<file path="src/rtl/ihs_pkg.sv">
package ihs_pkg;

  // Externally visible sequencer state
  typedef enum logic [2:0] {
    VIS_RUN   = 3'd0,
    VIS_STALL = 3'd1,
    VIS_HALT  = 3'd2,
    VIS_SVC   = 3'd3,
    VIS_WAKE  = 3'd4
  } vis_state_e;

  // Internal controller phase
  typedef enum logic [2:0] {
    PH_RUN    = 3'd0,
    PH_HALT   = 3'd1,
    PH_WAKE   = 3'd2,
    PH_PUSHLO = 3'd3,
    PH_IDLE   = 3'd4
  } phase_e;

endpackage

</file>
<file path="src/rtl/irq_vec_sel.sv">
module irq_vec_sel #(
  parameter int ADDR_W   = 16,
  parameter int IDX_W    = 3,
  parameter int NUM_IRQ  = 5,
  parameter int VEC_BASE = 'h40,
  parameter int VEC_STEP = 8
) (
  input  logic              pending,
  input  logic [IDX_W-1:0]  idx,
  output logic [ADDR_W-1:0] vec
);

  logic [ADDR_W-1:0] slot [NUM_IRQ];

  for (genvar g = 0; g < NUM_IRQ; g++) begin : g_slot
    assign slot[g] = ADDR_W'(VEC_BASE + g * VEC_STEP);
  end

  // Withdrawn request or out-of-range index lands at address zero
  always_comb begin
    vec = '0;
    for (int i = 0; i < NUM_IRQ; i++) begin
      if (pending && (idx == IDX_W'(i))) vec = slot[i];
    end
  end

endmodule

</file>
<file path="src/rtl/irq_en_ctl.sv">
module irq_en_ctl (
  input  logic clk,
  input  logic rst_n,
  input  logic op_ei,
  input  logic op_di,
  input  logic op_reti,
  input  logic svc_start,
  input  logic fetch_go,
  output logic ime
);

  logic ime_q, ime_d;
  logic arm_q, arm_d;

  always_comb begin
    ime_d = ime_q;
    arm_d = arm_q;
    if (fetch_go && arm_q) begin
      ime_d = 1'b1;
      arm_d = 1'b0;
    end
    if (op_ei)     arm_d = 1'b1;
    if (op_di)     ime_d = 1'b0;
    if (op_reti)   ime_d = 1'b1;
    if (svc_start) ime_d = 1'b0;
  end

  always_ff @(posedge clk or negedge rst_n) begin
    if (!rst_n) begin
      ime_q <= 1'b0;
      arm_q <= 1'b0;
    end else begin
      ime_q <= ime_d;
      arm_q <= arm_d;
    end
  end

  assign ime = ime_q;

endmodule

</file>
<file path="src/rtl/seq_fsm.sv">
module seq_fsm
  import ihs_pkg::*;
#(
  parameter int IDLE_CYC = 3
) (
  input  logic       clk,
  input  logic       rst_n,
  input  logic       colour_mode,
  input  logic       stop_active,
  input  logic       dma_busy,
  input  logic       irq_pending,
  input  logic       boundary,
  input  logic       op_halt,
  input  logic       ime,
  output logic       fetch_go,
  output logic       fetch_noinc,
  output logic       push_hi,
  output logic       push_lo,
  output logic [2:0] state_o
);

  localparam int CNT_W = (IDLE_CYC > 1) ? $clog2(IDLE_CYC) : 1;
  localparam logic [CNT_W-1:0] CNT_LAST = CNT_W'(IDLE_CYC - 1);

  phase_e           ph_q, ph_d;
  logic [CNT_W-1:0] cnt_q, cnt_d;
  logic             cnt_en;
  logic             rep_q, rep_d;
  logic             stall, take, decide;

  assign stall   = ((ph_q == PH_RUN) || (ph_q == PH_HALT)) && (stop_active || dma_busy);
  assign decide  = (ph_q == PH_RUN) && boundary && !stall;
  assign take    = decide && ime && irq_pending;
  assign fetch_go    = decide && !take;
  assign fetch_noinc = fetch_go && rep_q;
  assign push_hi = take;
  assign push_lo = (ph_q == PH_PUSHLO);

  always_comb begin
    if (stall) begin
      state_o = VIS_STALL;
    end else begin
      case (ph_q)
        PH_RUN:  state_o = take ? VIS_SVC : VIS_RUN;
        PH_HALT: state_o = VIS_HALT;
        PH_WAKE: state_o = VIS_WAKE;
        default: state_o = VIS_SVC;
      endcase
    end
  end

  always_comb begin
    ph_d   = ph_q;
    cnt_d  = cnt_q;
    cnt_en = 1'b0;
    rep_d  = rep_q;
    case (ph_q)
      PH_RUN: begin
        if (fetch_go) rep_d = 1'b0;
        if (take) begin
          ph_d = PH_PUSHLO;
        end else if (op_halt) begin
          if (!ime && irq_pending) rep_d = 1'b1;
          else                     ph_d  = PH_HALT;
        end
      end
      PH_PUSHLO: begin
        ph_d   = PH_IDLE;
        cnt_d  = '0;
        cnt_en = 1'b1;
      end
      PH_IDLE: begin
        cnt_en = 1'b1;
        if (cnt_q == CNT_LAST) ph_d  = PH_RUN;
        else                   cnt_d = cnt_q + 1'b1;
      end
      PH_HALT: begin
        if (!stall && irq_pending) ph_d = colour_mode ? PH_WAKE : PH_RUN;
      end
      PH_WAKE: ph_d = PH_RUN;
      default: ph_d = PH_RUN;
    endcase
  end

  always_ff @(posedge clk or negedge rst_n) begin
    if (!rst_n) begin
      ph_q  <= PH_RUN;
      cnt_q <= '0;
      rep_q <= 1'b0;
    end else begin
      ph_q  <= ph_d;
      rep_q <= rep_d;
      if (cnt_en) cnt_q <= cnt_d;
    end
  end

endmodule

</file>
<file path="src/rtl/ptr_regs.sv">
module ptr_regs #(
  parameter int              ADDR_W   = 16,
  parameter logic [ADDR_W-1:0] PC_RESET = 16'h0100,
  parameter logic [ADDR_W-1:0] SP_RESET = 16'hFFFE
) (
  input  logic              clk,
  input  logic              rst_n,
  input  logic              fetch_go,
  input  logic              fetch_noinc,
  input  logic              jump_en,
  input  logic [ADDR_W-1:0] jump_addr,
  input  logic              vec_load,
  input  logic [ADDR_W-1:0] vec,
  input  logic              push,
  input  logic              sp_load,
  input  logic [ADDR_W-1:0] sp_value,
  output logic [ADDR_W-1:0] pc,
  output logic [ADDR_W-1:0] sp
);

  logic [ADDR_W-1:0] pc_q, pc_d, sp_q, sp_d;
  logic              pc_en, sp_en;

  always_comb begin
    pc_en = 1'b1;
    if (vec_load)                     pc_d = vec;
    else if (jump_en)                 pc_d = jump_addr;
    else if (fetch_go && !fetch_noinc) pc_d = pc_q + 1'b1;
    else begin
      pc_d  = pc_q;
      pc_en = 1'b0;
    end
  end

  always_comb begin
    sp_en = 1'b1;
    if (push)         sp_d = sp_q - 1'b1;
    else if (sp_load) sp_d = sp_value;
    else begin
      sp_d  = sp_q;
      sp_en = 1'b0;
    end
  end

  always_ff @(posedge clk or negedge rst_n) begin
    if (!rst_n) begin
      pc_q <= PC_RESET;
      sp_q <= SP_RESET;
    end else begin
      if (pc_en) pc_q <= pc_d;
      if (sp_en) sp_q <= sp_d;
    end
  end

  assign pc = pc_q;
  assign sp = sp_q;

endmodule

</file>
<file path="src/rtl/irq_halt_seq.sv">
module irq_halt_seq #(
  parameter int DATA_W   = 8,
  parameter int IDX_W    = 3,
  parameter int NUM_IRQ  = 5,
  parameter int VEC_BASE = 'h40,
  parameter int VEC_STEP = 8,
  parameter int IDLE_CYC = 3
) (
  input  logic                  clk,
  input  logic                  rst_n,
  input  logic                  colour_mode,
  input  logic                  stop_active,
  input  logic                  dma_busy,
  input  logic                  irq_pending,
  input  logic [IDX_W-1:0]      irq_index,
  input  logic                  boundary,
  input  logic                  op_ei,
  input  logic                  op_di,
  input  logic                  op_reti,
  input  logic                  op_halt,
  input  logic                  jump_en,
  input  logic [2*DATA_W-1:0]   jump_addr,
  input  logic                  sp_load,
  input  logic [2*DATA_W-1:0]   sp_value,
  output logic                  fetch_go,
  output logic                  fetch_noinc,
  output logic [2*DATA_W-1:0]   pc_o,
  output logic [2*DATA_W-1:0]   sp_o,
  output logic                  push_we,
  output logic [2*DATA_W-1:0]   push_addr,
  output logic [DATA_W-1:0]     push_data,
  output logic                  irq_ack,
  output logic                  ime_o,
  output logic [2:0]            state_o
);

  localparam int ADDR_W = 2 * DATA_W;

  // Reset: asserted asynchronously, released on the clock
  logic rst_meta, rst_sync;
  always_ff @(posedge clk or negedge rst_n) begin
    if (!rst_n) begin
      rst_meta <= 1'b0;
      rst_sync <= 1'b0;
    end else begin
      rst_meta <= 1'b1;
      rst_sync <= rst_meta;
    end
  end

  logic              push_hi, push_lo, ime;
  logic [ADDR_W-1:0] vec, pc, sp;

  seq_fsm #(.IDLE_CYC(IDLE_CYC)) u_fsm (
    .clk         (clk),
    .rst_n       (rst_sync),
    .colour_mode (colour_mode),
    .stop_active (stop_active),
    .dma_busy    (dma_busy),
    .irq_pending (irq_pending),
    .boundary    (boundary),
    .op_halt     (op_halt),
    .ime         (ime),
    .fetch_go    (fetch_go),
    .fetch_noinc (fetch_noinc),
    .push_hi     (push_hi),
    .push_lo     (push_lo),
    .state_o     (state_o)
  );

  irq_en_ctl u_en (
    .clk       (clk),
    .rst_n     (rst_sync),
    .op_ei     (op_ei),
    .op_di     (op_di),
    .op_reti   (op_reti),
    .svc_start (push_hi),
    .fetch_go  (fetch_go),
    .ime       (ime)
  );

  irq_vec_sel #(
    .ADDR_W(ADDR_W), .IDX_W(IDX_W), .NUM_IRQ(NUM_IRQ),
    .VEC_BASE(VEC_BASE), .VEC_STEP(VEC_STEP)
  ) u_vec (
    .pending (irq_pending),
    .idx     (irq_index),
    .vec     (vec)
  );

  ptr_regs #(.ADDR_W(ADDR_W)) u_ptr (
    .clk         (clk),
    .rst_n       (rst_sync),
    .fetch_go    (fetch_go),
    .fetch_noinc (fetch_noinc),
    .jump_en     (jump_en),
    .jump_addr   (jump_addr),
    .vec_load    (push_lo),
    .vec         (vec),
    .push        (push_hi | push_lo),
    .sp_load     (sp_load),
    .sp_value    (sp_value),
    .pc          (pc),
    .sp          (sp)
  );

  assign push_we   = push_hi | push_lo;
  assign push_addr = sp - 1'b1;
  assign push_data = push_hi ? pc[ADDR_W-1:DATA_W] : pc[DATA_W-1:0];
  assign irq_ack   = push_lo;
  assign ime_o     = ime;
  assign pc_o      = pc;
  assign sp_o      = sp;

endmodule

</file>
<file path="config.mk">
export PLATFORM = sky130hd
export DESIGN_NAME = irq_halt_seq
export DESIGN_NICKNAME = d
export VERILOG_FILES = /design/src/rtl/ihs_pkg.sv /design/src/rtl/irq_vec_sel.sv /design/src/rtl/irq_en_ctl.sv /design/src/rtl/seq_fsm.sv /design/src/rtl/ptr_regs.sv /design/src/rtl/irq_halt_seq.sv
export SDC_FILE = /design/constraint.sdc
export NUM_CORES = 1
export LEC_CHECK = 0
export BUFFER_PORTS_ARGS = -buffer_cell sky130_fd_sc_hd__buf_4
export CAP_MARGIN = 20
export CORE_ASPECT_RATIO = 1.25
export CORE_MARGIN = 2
export CORE_UTILIZATION = 45
export CTS_CLUSTER_DIAMETER = 120
export DETAILED_ROUTE_END_ITERATION = 16
export PLACE_DENSITY_LB_ADDON = 0.1
export SETUP_SLACK_MARGIN = 0.02
export SLEW_MARGIN = 20
export SYNTH_ARGS = -nofsm -noshare
export SYNTH_HDL_FRONTEND = slang
export SYNTH_SLANG_ARGS = --single-unit
</file>
<file path="constraint.sdc">
create_clock -name clk -period 3 [get_ports clk]
set_input_delay 0.6 -clock clk [delete_from_list [all_inputs] [get_ports clk]]
set_output_delay 0.6 -clock clk [all_outputs]
set_load 0.05 [all_outputs]
</file>
* Yosys cells after proc, flatten, opt, wreduce, memory -nomap -nowiden
Cells that the tools add are included.
** Storage, ports and cells
- Bits of input ports :: 48
- Output and inout port bits :: 64
- Register bits after elaboration :: 42
** Operators by class
- Mux-type cells :: 39
- Bitwise logic cells :: 1
- $add $sub $neg :: 3
- Reductions and logical operators :: 34
- Equality and inequality tests :: 14
** Operator list (count)
- $mux 16 :: 5
- $mux 7 :: 5
- $mux 3 :: 6
- $add 16x1->16 const B :: 1
- $logic_and 1x1->1 :: 16
- $mux 1 :: 16
- $sub 16x1->16 const B :: 1
- $eq 3x2->1 const B :: 4
- $pmux 3 s4 :: 1
- $pmux 3 s3 :: 1
- $mux 8 :: 1
- $eq 3x1->1 const B :: 2
- $eq 3x3->1 const B :: 2
- $logic_not 3->1 :: 2
- $mux 2 :: 3
- $ne 3x3->1 const B :: 2
- $reduce_bool 2->1 :: 3
- $logic_not 1->1 :: 4
- $ne 2x2->1 const B :: 2
- $pmux 2 s2 :: 1
- $reduce_and 2->1 :: 2
- $reduce_and 4->1 :: 1
- $reduce_bool 4->1 :: 1
- $reduce_and 3->1 :: 1
- 7 further kinds :: 8

* Depth between registers and ports, before layout
- Depth in word-level cells :: 16
- Gate-level depth with buffers :: 7

* By module
From an unflattened synthesis, not the netlist that was laid out.
** Unflattened totals
- Cell total of the unflattened synthesis :: 369
- Area total of the unflattened synthesis :: 3183.1 µm²
** Modules (own cells, without submodules)
- ptr_regs :: times used 1, area each 2103.3 µm², cells an instance 241, seq. area each 820.8 µm²
- seq_fsm :: times used 1, area each 432.9 µm², cells an instance 49, seq. area each 150.1 µm²
- irq_halt_seq :: times used 1, area each 422.9 µm², cells an instance 53, seq. area each 50.0 µm²
- irq_vec_sel :: times used 1, area each 133.9 µm², cells an instance 19, seq. area each 0.0 µm²
- irq_en_ctl :: times used 1, area each 90.1 µm², cells an instance 7, seq. area each 50.0 µm²

* Worst setup path after synthesis
OpenSTA, ideal clock, no wires.
- Path kind :: register to output
- Start point :: reg u_ptr.sp_q[0], in the netlist u_ptr.sp[0]
- End point :: out push_addr[14]
- Path slack :: -634 ps
- Path buffers :: 0
- Stages on the path, launching flop included :: 7
- Arrival time :: 3034 ps
- Cells stage by stage :: dfrtp_1 -> inv_1 -> ha_1 -> nor3b_4 -> nand2_4 -> or4_4 -> xnor2_1
** Between the ends
- Longest elaborated chain between the ends :: 1
** Ends and longest elaborated chain
- from (decl) :: RTL line ptr_regs.sv:21 : logic [ADDR_W-1:0] pc_q, pc_d, sp_q, sp_d;
- from (signal assigned) :: RTL line ptr_regs.sv:51 : if (sp_en) sp_q <= sp_d;
- $sub 16x1->16 :: RTL line irq_halt_seq.sv:108 : assign push_addr = sp - 1'b1;
- to (decl) :: RTL line irq_halt_seq.sv:30 : output logic [2*DATA_W-1:0] push_addr,
No other way between the ends.

* Worst setup path in the final report
Ends and elaborated chain as after synthesis.

==> flow_summary.json <==
{
  "status": "finished, final reports clean",
  "grt_setup_unrepaired": "no",
  "die_w_um": 74.7,
  "synthMuxAreaShare_pct": 1.42,
  "path_class": "reg2out",
  "r2r_setup_slack_ns": 0.86,
  "final_cell_mix": "120 x buf_4, 38 x nand2_1, 29 x o21ai_0, 28 x a21oi_1, 25 x dfrtp_1",
  "insertion_delay_ns": 0.30,
  "rr_worst_depth": 5,
  "first_iter_violations": 122,
  "synth_seq_cells": 42,
  "report.final.slew_viol_count": 0,
  "ir_drop_mv": 0.557,
  "dr.pass1.iters": 4,
  "powerDensity_mw_per_mm2": 1140,
  "num_antenna_cells": 0,
  "worst_setup_path_start_kind": "register",
  "fin_skew_ns": 0.00735,
  "rows": 32,
  "final_hold_viol_count": 0,
  "synth_top_family_by_area": "simple AND/OR/NAND/NOR gates",
  "drc": 0,
  "yosys.area_share.simple_pct": 24.7,
  "worstReg2RegEnd": "u_ptr.pc[12]",
  "hp-class": "in2async",
  "async_flop_share_pct": 100,
  "endpoint": "push_addr[14]",
  "netlist-cell-type-count": 62,
  "finalSetupTns_ns": 0,
  "die_area_mm2": 0.00690,
  "yosysWarnings": 0,
  "hpwl_um": 5960,
  "detail-route-antenna-nets": 0,
  "clkTransAtPathRegs_ns": 0.08,
  "crit_required_ns": 2.40,
  "grt_pass1_vias": 2738,
  "endpoint_kind": "output pin",
  "netlist_area_mm2": 0.00281,
  "total_power_uw": 4420,
  "r2r_start": "u_fsm.ph_q[2]",
  "relSlewSlack_pct": 54.3,
  "p_leak_uw": 0.00176,
  "grt.total_usage_pct": 24.0,
  "drive_gt1_share_pct": 36.9,
  "globalRouteOverflowTotal": 0,
  "cts_max_level": 2,
  "max_freq_mhz": 349,
  "synthCells": 333,
  "netlist.area_leader.share_pct": 23.1,
  "hold_buffers": 0,
  "routed_wirelength_um": 7940,
  "final_common_cell": "buf_4",
  "worstMarginPinSlew_ns": 0.680,
  "path_max_fanout": 7,
  "io_pins": 112,
  "detail_route.wl_per_cell_um": 15.0,
  "core_area_mm2": 0.00613,
  "grt_pass1_wl_um": 12900,
  "die_height_um": 92.4,
  "final.period_utilization_pct": 95.6,
  "final-setup-viol-count": 0,
  "port_buffers": 111,
  "synth-edff-count": 0,
  "synth_compound_area_share_pct": 20.8,
  "viasPerCell": 5.43,
  "gp_congestion": 0.828,
  "synth.area.top_cells": "dfrtp_1 23%, dfstp_2 15%, xnor2_1 6.2%",
  "period_needed_ns": 2.87,
  "root_buffer": "clkbuf_8",
  "cts_max_path_buffers": 2,
  "antenna_found_initial": 0,
  "yosysTopAreaCell": "dfrtp_1",
  "cap_violations": 0,
  "start_util_pct": 45.9,
  "synth_fa_ha_area_share_pct": 1.34,
  "cts_tree": "built",
  "cts-buffers-inserted": 5,
  "nets": 494,
  "ys_seq_area_share_pct": 38.1,
  "cts_sinks": 42,
  "synthToLayoutAreaGrowth_pct": 38.3,
  "yosys_most_used_dff": "dfrtp_1",
  "syn_nets": 384,
  "synth_xor_area_share_pct": 8.41,
  "arrival_ns": 2.27,
  "crit_start": "u_ptr.sp[0]",
  "avgSynthCellArea_um2": 8.44,
  "vias": 2872,
  "grt_max_degree": 29
}
critical path, cell delays in order, from the launching register on:
cell and delay (ns):
dfrtp_2 0.45, clkinvlp_4 0.09, ha_1 0.18, nor3b_4 0.26, nand2_4 0.11, or4_4 0.55
xnor2_4 0.15, buf_6 0.17
power breakdown:
group,switching (uW),internal [uW],leakage (uW)
combinational,1900,923,0.00124
clock,203,186,0.0000482
sequential,379,835,0.000470
state kept, by name (all words and copies together) (netlist names), 2 cells and up:
name,cells
u_ptr.sp,16
u_fsm.cnt_q,2
u_ptr.pc,16
u_fsm.ph_q,3
routing by layer:
layer | up-vias | track usage [%] | part of all wire (%)
met4 | 0 | 7.74 | 1.5
li1 | 1415 | - | -
met5 | - | 0 | 0
met1 | 1358 | 29.5 | 41
met3 | 9 | 4.46 | 6.0
met2 | 90 | 41.4 | 51
synthesized netlist by cell type, drive strengths merged (2+ instances only):
library cell / instances
a211oi: 8
a21o: 2
a21oi: 29
a221o: 4
a2bb2oi: 3
a31oi: 2
and3: 4
buf: 3
clkbuf: 15
dfrtp: 26
dfstp: 16
ha: 3
inv: 16
mux2i: 4
nand2: 39
nand3: 11
nand4: 5
nand4b: 2
nor2: 24
nor3: 16
nor3b: 4
nor4: 8
o211ai: 2
o21ai: 31
o32ai: 3
or2: 2
or3: 4
or4: 3
xnor2: 20
xor2: 7
cells by family after synthesis:
family,after synthesis
muxes,4
xor gates and xnor gates,27
and+or+nand+nor,128
adders and majority gates,3
other,1
DFF,42
buffers and inverters,35
AOI/OAI and AO/OA,93
how the worst min path moves through the flow:
stage,start,to,slack [ns],depth (start not counted)
2_1_floorplan,rst_n,rst_meta,0.30,0
3_3_place_gp,rst_sync,u_ptr.pc[0],0.24,0
3_5_place_dp,rst_sync,u_ptr.pc[0],0.25,0
4_1_cts,rst_n,rst_meta,0.06,1
5_1_grt,rst_n,rst_meta,0.05,1
6_report,rst_n,rst_meta,0.07,1
cell type report:
type	count	area (um2)
Clock buffer	7	86.3
Sequential cell	42	1070
Timing Repair Buffer	121	912
Fill cell	563	2240
Tap cell	85	106
Inverter	17	67.6
Multi-Input combinational cell	256	1640
Clock inverter	1	5.00
metrics by stage:
| stage | cells | setup WS (ns) | hold slack, ns | cell area (um2) | utilization [%] |
|---|---|---|---|---|---|
| final | 529 | 0.131 | 0.0729 | 3890 | 63.5 |
| after global routing | 529 | 0.0266 | 0.0549 | 3890 | 63.5 |
| after CTS | 526 | 0.0633 | 0.0603 | 3850 | 62.9 |
| after detailed placement | 517 | 0.295 | 0.247 | 3750 | 61.3 |
| after global placement | 517 | 0.372 | 0.237 | 3750 | 61.3 |
| after floorplan | 333 | 0.00717 | 0.304 | 2850 | - |
timing repair:
| action | 4_1_cts | 5_1_grt |
|---|---|---|
| pin swaps | 0 | 0 |
| endpoints found under the setup margin | 1 | 3 |
| resized for setup | 0 | 3 |
| setup buffers | 1 | 3 |
(Power assumes the default switching activity.)
